[src/rtl/prio_pick.sv]
module prio_pick #(
  parameter int unsigned N        = 64,
  parameter int unsigned FIRST_ID = 32,
  parameter int unsigned ID_W     = 10
) (
  input  logic            clk,
  input  logic            rst_n,
  input  logic [N-1:0]    pend_i,
  input  logic [N-1:0]    enab_i,
  input  logic [N-1:0]    act_i,
  input  logic [8*N-1:0]  prio_i,
  input  logic [2*N-1:0]  grp_i,
  input  logic [7:0]      ctrl_i,
  input  logic [ID_W-1:0] qry_id_i,
  output logic            valid_o,
  output logic [ID_W-1:0] id_o,
  output logic [7:0]      prio_o,
  output logic [1:0]      grp_o,
  output logic [1:0]      qry_stat_o
);
  localparam int unsigned IDX_W = (N > 1) ? $clog2(N) : 1;
  localparam logic [ID_W-1:0] NONE_ID = ID_W'(1023);

  logic       sec_off;
  logic [3:0] grp_on;
  logic [N-1:0] cand;

  assign sec_off   = ctrl_i[6];
  assign grp_on[0] = ctrl_i[0];
  assign grp_on[1] = sec_off ? ctrl_i[1] : ctrl_i[2];
  assign grp_on[2] = ctrl_i[1];
  assign grp_on[3] = 1'b0;

  for (genvar i = 0; i < N; i++) begin : g_cand
    assign cand[i] = pend_i[i] & enab_i[i] & ~act_i[i] & grp_on[grp_i[2*i +: 2]];
  end

  logic             hit;
  logic [7:0]       best_pri;
  logic [IDX_W-1:0] best_idx;

  always_comb begin
    hit      = 1'b0;
    best_pri = 8'hFF;
    best_idx = '0;
    for (int i = 0; i < N; i++) begin
      if (cand[i] && (!hit || prio_i[8*i +: 8] < best_pri)) begin
        hit      = 1'b1;
        best_pri = prio_i[8*i +: 8];
        best_idx = IDX_W'(i);
      end
    end
  end

  logic             q_in;
  logic [IDX_W-1:0] q_idx;
  logic [1:0]       q_stat;

  always_comb begin
    int unsigned q;
    q      = 32'(qry_id_i);
    q_in   = (q >= FIRST_ID) && (q < FIRST_ID + N);
    q_idx  = IDX_W'(q - FIRST_ID);
    q_stat = q_in ? {act_i[q_idx], pend_i[q_idx]} : 2'b00;
  end

  always_ff @(posedge clk or negedge rst_n) begin
    if (!rst_n) begin
      valid_o    <= 1'b0;
      id_o       <= NONE_ID;
      prio_o     <= 8'hFF;
      grp_o      <= 2'b00;
      qry_stat_o <= 2'b00;
    end else begin
      valid_o    <= hit;
      id_o       <= hit ? ID_W'(FIRST_ID) + ID_W'(best_idx) : NONE_ID;
      prio_o     <= hit ? best_pri : 8'hFF;
      grp_o      <= hit ? grp_i[2*best_idx +: 2] : 2'b00;
      qry_stat_o <= q_stat;
    end
  end
endmodule

[config.mk]
export PLATFORM = sky130hd
export DESIGN_NAME = prio_pick
export DESIGN_NICKNAME = d
export VERILOG_FILES = /design/src/rtl/prio_pick.sv
export SDC_FILE = /design/constraint.sdc
export NUM_CORES = 1
export LEC_CHECK = 0
export ABC_AREA = 0
export ABC_CLOCK_PERIOD_IN_PS = 900
export BUFFER_PORTS_ARGS = -buffer_cell sky130_fd_sc_hd__buf_2
export CORE_AREA = 5 5 337 339
export CTS_CLUSTER_DIAMETER = 30
export DETAILED_ROUTE_END_ITERATION = 10
export DIE_AREA = 0 0 342 344
export PLACE_DENSITY_LB_ADDON = 0.25
export SLEW_MARGIN = 20
export SYNTH_ARGS = -nofsm -noshare
export SYNTH_HDL_FRONTEND = slang
export SYNTH_SLANG_ARGS = --single-unit
[constraint.sdc]
create_clock -name clk -period 0.9 [get_ports clk]
set_input_delay 0.09 -clock clk [delete_from_list [all_inputs] [get_ports clk]]
set_output_delay 0.09 -clock clk [all_outputs]
set_load 0.005 [all_outputs]
==> impl_metrics.ini, run 1 <==
[finish]
layout_common_cells = buf_4 (2220), buf_2 (852), nand2_1 (490)
multi_input_area_um2 = 32600
final_nets = 8546
num-fill-cells = 10400
drive_gt1_frac = 0.594
syn_to_final_growth_pct = 101
seq_area_um2 = 546
fin_area_um2 = 58900
mostFrequentLayoutCell = buf_4

[route]
avgRoutedWirePerCell_um = 22.1
drc = 0
vias = 47200
ant_nets = 0
drt_pass1_iterations = 6
dr.first_iter.drc_count = 3007
totalWireLength_mm = 197
viasPerCell = 5.29

[floorplanning]
rows = 122
start_util = 0.267
die-area_um2 = 118000
pin_count = 875
die_y_um = 344
coreArea_um2 = 110000
die_w_um = 342

[pwr]
p_leak_nw = 29.2
p_sw_mw = 61.0
pwr-share-comb = 0.978
switching_share = 0.467
p_clk_frac = 0.008
p_int_mw = 69.6
p_seq_frac = 0.015
power_density_nw_per_um2 = 2220
peakVddDrop_mv = 1.50

[timing]
tightest_slew_ns = 0.988
finalMaxSlewViolations = 0
fin_crit_sh = 120
min_period_ns = 108.03
relSlewSlack = 0.336
hold_violations = 0
worst_slack_ns = -107.13
fmax_ghz = 0.00926
setup_viol = 39
whs_ns = 0.0625
rsz0062_at_grt = true

[logic_synthesis]
yosysSeqAreaShare = 0.0186
ys_types = 170
yosys_warnings = 0
syn_area_per_cell_um2 = 6.86
synth_edf_count = 0
ys_ff_latch = 21
yosys_most_used_dff = dfstp_2
syn-num-nets = 5454
synthesis.area_um2 = 29400
syn_inst = 4282
ys_async_sr_fraction = 1.00

[status]
status = finished, violations left
violations = negative setup slack

[placement]
portBuffers = 870
dpl.hpwl_mm = 165
dpl_cell_area_um2 = 50000
gp_congestion = 1.00

[worst_setup_path]
cp_common_cell = a21oi_2
crit_cells = 656
critical_path_class = in2reg
crit_arrival_ns = 108.18
cp_max_fo = 9
crit_path_end_kind = register
crit_slowest_cell = or4b_4
crit_family = compound AO/OA/AOI/OAI gates
path_buf_inv = 87
cp.required_ns = 1.04
crit_path_start_kind = primary input
crit_start = ctrl_i[6]
max_stage_delay_ns = 0.47

[cts]
cts_root_buf = clkbuf_16
numCtsBuffers = 3
clk_pin_slew_worst_paths_ns = 0.07
clock-sinks = 21
htreeDepth = 1
cts_max_path_buffers = 2
cts_tree = built

[grt]
grt_max_degree = 32
gr-total-overflow = 0
antenna_found_initial = 92
grt_pass1_vias = 46500
track_usage = 0.306
grt_pass1_wl_mm = 279

[hold_path]
hp-class = in2reg
holdCritStartpoint = prio_i[506]
hold_path_depth = 3

[job]
max_cap_viol_count = 0
worst paths after layout:
path | to | slack [ns]
max in group asynchronous | id_o[0] | 0.36
min | prio_o[2] | 0.06
max | grp_o[0] | -107.13
min in group asynchronous | valid_o | 0.31
per-layer routing:
metal	share of wire	track usage	up-vias
li1	-	-	22600
met1	0.41	0.378	22300
met2	0.46	0.510	1770
met3	0.073	0.0661	478
met4	0.055	0.137	26
met5	0.0015	0.00776	-
Yosys cell counts (all sizes together) (59+ instances only):
library cell / instances / area [um2]
nand2b: 63 / 407
o21ai: 368 / 1870
nor3: 76 / 385
clkbuf: 65 / 259
a21oi: 381 / 1960
nand2: 550 / 2080
buf: 79 / 551
a211oi: 76 / 628
mux2: 87 / 1010
a21o: 103 / 797
o22ai: 75 / 469
ha: 320 / 4000
a31oi: 63 / 447
nor2: 385 / 1460
nor2b: 66 / 413
nand3: 95 / 480
inv: 272 / 1020
mux2i: 207 / 2120
nand4b: 59 / 517
cells by family after synthesis:
logic type               count (synthesis)  synth area share
AO/OA/AOI/OAI                         1470             0.340
XOR/XNOR                                26           0.00776
adder cells (fa/ha/maj)                349             0.146
buffers and inverters                  420            0.0635
flip-flops                              21            0.0186
multiplexers                           336             0.139
AND/OR/NAND/NOR                       1660             0.285
metrics by stage:
| step | utilization | total power [mW] | setup slack (ns) | std cells | TNS (ns) |
|---|---|---|---|---|---|
| 2_1_floorplan | - | 53.2 | -110.28 | 4282 | -1877.06 |
| 3_3_place_gp | 0.454 | 99.7 | -109.12 | 8330 | -1862.11 |
| 3_5_place_dp | 0.454 | 100 | -111.69 | 8330 | -1906.78 |
| 4_1_cts | 0.505 | 119 | -104.96 | 8716 | -1798.48 |
| 5_1_grt | 0.535 | 141 | -112.73 | 8895 | -1932.97 |
| 6_report | 0.535 | 131 | -107.13 | 8920 | -1837.07 |
repair_timing:
item	CTS	global route
endpoints found under the setup margin	39	39
endpoints found under the hold margin	21	0
pin swaps	302	305
buffers inserted	349	148
cloned	35	1
gates resized for setup	598	429
hold buffers	1	0
registers in the layout (all words and copies together), names as in the netlist:
| name | cells |
|---|---|
| valid_o | 1 |
| grp_o | 2 |
| id_o | 8 |
| qry_stat_o | 2 |
| prio_o | 8 |
power by group through the flow:
stage / logic [mW] / clock network (mW) / registers [mW]
3_3_place_gp: 97.9 / 0 / 1.81
6_report: 128 / 1.01 / 1.90
5_1_grt: 138 / 1.06 / 1.94
4_1_cts: 116 / 1.04 / 1.91
3_5_place_dp: 98.6 / 0 / 1.82
2_1_floorplan: 51.3 / 0 / 1.83
cell type report:
cell class / count / area share
Clock buffer: 4 / 0.00134
Inverter: 274 / 0.0178
Timing Repair inverter: 1 / 0.000127
Timing Repair Buffer: 3201 / 0.384
Sequential cell: 21 / 0.00926
Multi-Input combinational cell: 3872 / 0.553
Antenna cell: 59 / 0.00251
Tap cell: 1488 / 0.0316
(Power assumes the default switching activity.)
==> run 2: changes to the inputs <==
Settings changed: SETUP_SLACK_MARGIN set to 0.05.
==> impl_metrics.ini, run 2 (synthesized netlist as in run 1, its figures left out) <==
[timing]
worst_slack_ns = -107.18
rsz0062_at_grt = true
whs_ns = 0.0626
fin_crit_sh = 120
tightest_slew_ns = 0.989
hold_violations = 0
fmax_ghz = 0.00925
relSlewSlack = 0.335
setup_viol = 39
min_period_ns = 108.08
finalMaxSlewViolations = 0

[floorplanning]
start_util = 0.267
rows = 122
coreArea_um2 = 110000
die-area_um2 = 118000
die_y_um = 344
die_w_um = 342
pin_count = 875

[pwr]
p_leak_nw = 29.3
p_clk_frac = 0.008
peakVddDrop_mv = 1.59
pwr-share-comb = 0.978
p_int_mw = 70.4
switching_share = 0.465
power_density_nw_per_um2 = 2230
p_seq_frac = 0.015
p_sw_mw = 61.2

[placement]
dpl.hpwl_mm = 165
dpl_cell_area_um2 = 50000
portBuffers = 870
gp_congestion = 1.00

[cts]
cts_max_path_buffers = 2
htreeDepth = 1
cts_tree = built
numCtsBuffers = 3
clk_pin_slew_worst_paths_ns = 0.07
clock-sinks = 21
cts_root_buf = clkbuf_16

[route]
totalWireLength_mm = 196
ant_nets = 0
vias = 47200
drt_pass1_iterations = 6
avgRoutedWirePerCell_um = 22.0
drc = 0
dr.first_iter.drc_count = 2985
viasPerCell = 5.29

[job]
max_cap_viol_count = 0

[finish]
mostFrequentLayoutCell = buf_4
biggestRegsByFlops = id_o (8), prio_o (8)
num-fill-cells = 10300
fin_area_um2 = 59100
syn_to_final_growth_pct = 101
layout_common_cells = buf_4 (2212), buf_2 (846), nand2_1 (493)
drive_gt1_frac = 0.593
utilization = 0.537
final_nets = 8550

[grt]
grt_max_degree = 32
antenna_found_initial = 95
track_usage = 0.307
grt_pass1_vias = 46500
gr-total-overflow = 0
grt_pass1_wl_mm = 279

[worst_setup_path]
crit_slowest_cell = or4_4
max_stage_delay_ns = 0.52
crit_path_end_kind = register
crit_path_start_kind = primary input
cp.required_ns = 1.04
crit_arrival_ns = 108.22
critical_path_class = in2reg
cp_common_cell = a21oi_2
cp_max_fo = 8

[status]
status = finished, violations left
violations = negative setup slack

[hold_path]
hold_path_depth = 3
holdCritStartpoint = prio_i[506]
hp-class = in2reg
hold_end = prio_o[2]
-- run 2: per-layer routing --
layer | track usage | share of wire
met5 | 0.00776 | 0.0019
met4 | 0.132 | 0.051
met3 | 0.0664 | 0.078
met2 | 0.515 | 0.46
met1 | 0.379 | 0.41
-- run 2: worst max-delay path by stage --
stage	slack (ns)	from	depth (start not counted)	endpoint
floorplan	-110.28	ctrl_i[6]	702	grp_o[0]
global placement	-109.12	ctrl_i[6]	635	grp_o[0]
detailed placement	-111.69	ctrl_i[6]	638	grp_o[0]
CTS	-104.96	ctrl_i[6]	646	grp_o[0]
global route	-112.73	ctrl_i[6]	647	grp_o[0]
finish	-107.18	ctrl_i[6]	656	grp_o[0]
-- run 2: critical path: cells and delay by family --
| kind | cells | cell delay [ns] |
|---|---|---|
| simple gates | 211 | 31.98 |
| fa+ha+maj | 61 | 15.95 |
| buf+inv | 78 | 8.79 |
| mux | 31 | 7.44 |
| compound gates | 275 | 43.79 |
-- run 2: final cells by class --
cell class,instances,area [um2],area share
antenna,60,150,0.00254
multi-input combinational,3872,32600,0.552
timing repair inverter,1,7.51,0.000127
tap,1488,1860,0.0315
clock buffer,4,78.8,0.00133
inverter,274,1050,0.0177
timing repair buffer,3205,22700,0.385
sequential,21,546,0.00924
-- run 2: stage by stage --
step                      setup TNS [ns]  worst slack (ns)  std cells  total power [mW]
after CTS                       -1798.13           -104.96       8712               119
final                           -1837.86           -107.18       8925               132
after global placement          -1862.11           -109.12       8330              99.7
after global routing            -1933.52           -112.73       8898               142
after detailed placement        -1906.78           -111.69       8330               100
after floorplan                 -1877.06           -110.28       4282              53.2
-- run 2: power by group through the flow --
stage          Sequential (mW)  Combinational, mW  Clock [mW]
5_1_grt                   1.95                139        1.06
6_report                  1.92                129        1.01
4_1_cts                   1.92                116        1.04
3_5_place_dp              1.82               98.6           0
2_1_floorplan             1.83               51.3           0
3_3_place_gp              1.81               97.9           0
-- run 2: repair_timing --
item / in CTS / in global routing
hold buffers: 1 / 0
setup buffers: 341 / 159
gates resized for setup: 632 / 416
cloned: 36 / 0
endpoints found under the hold margin: 21 / 0
endpoints found under the setup margin: 44 / 44
pin swaps: 339 / 327
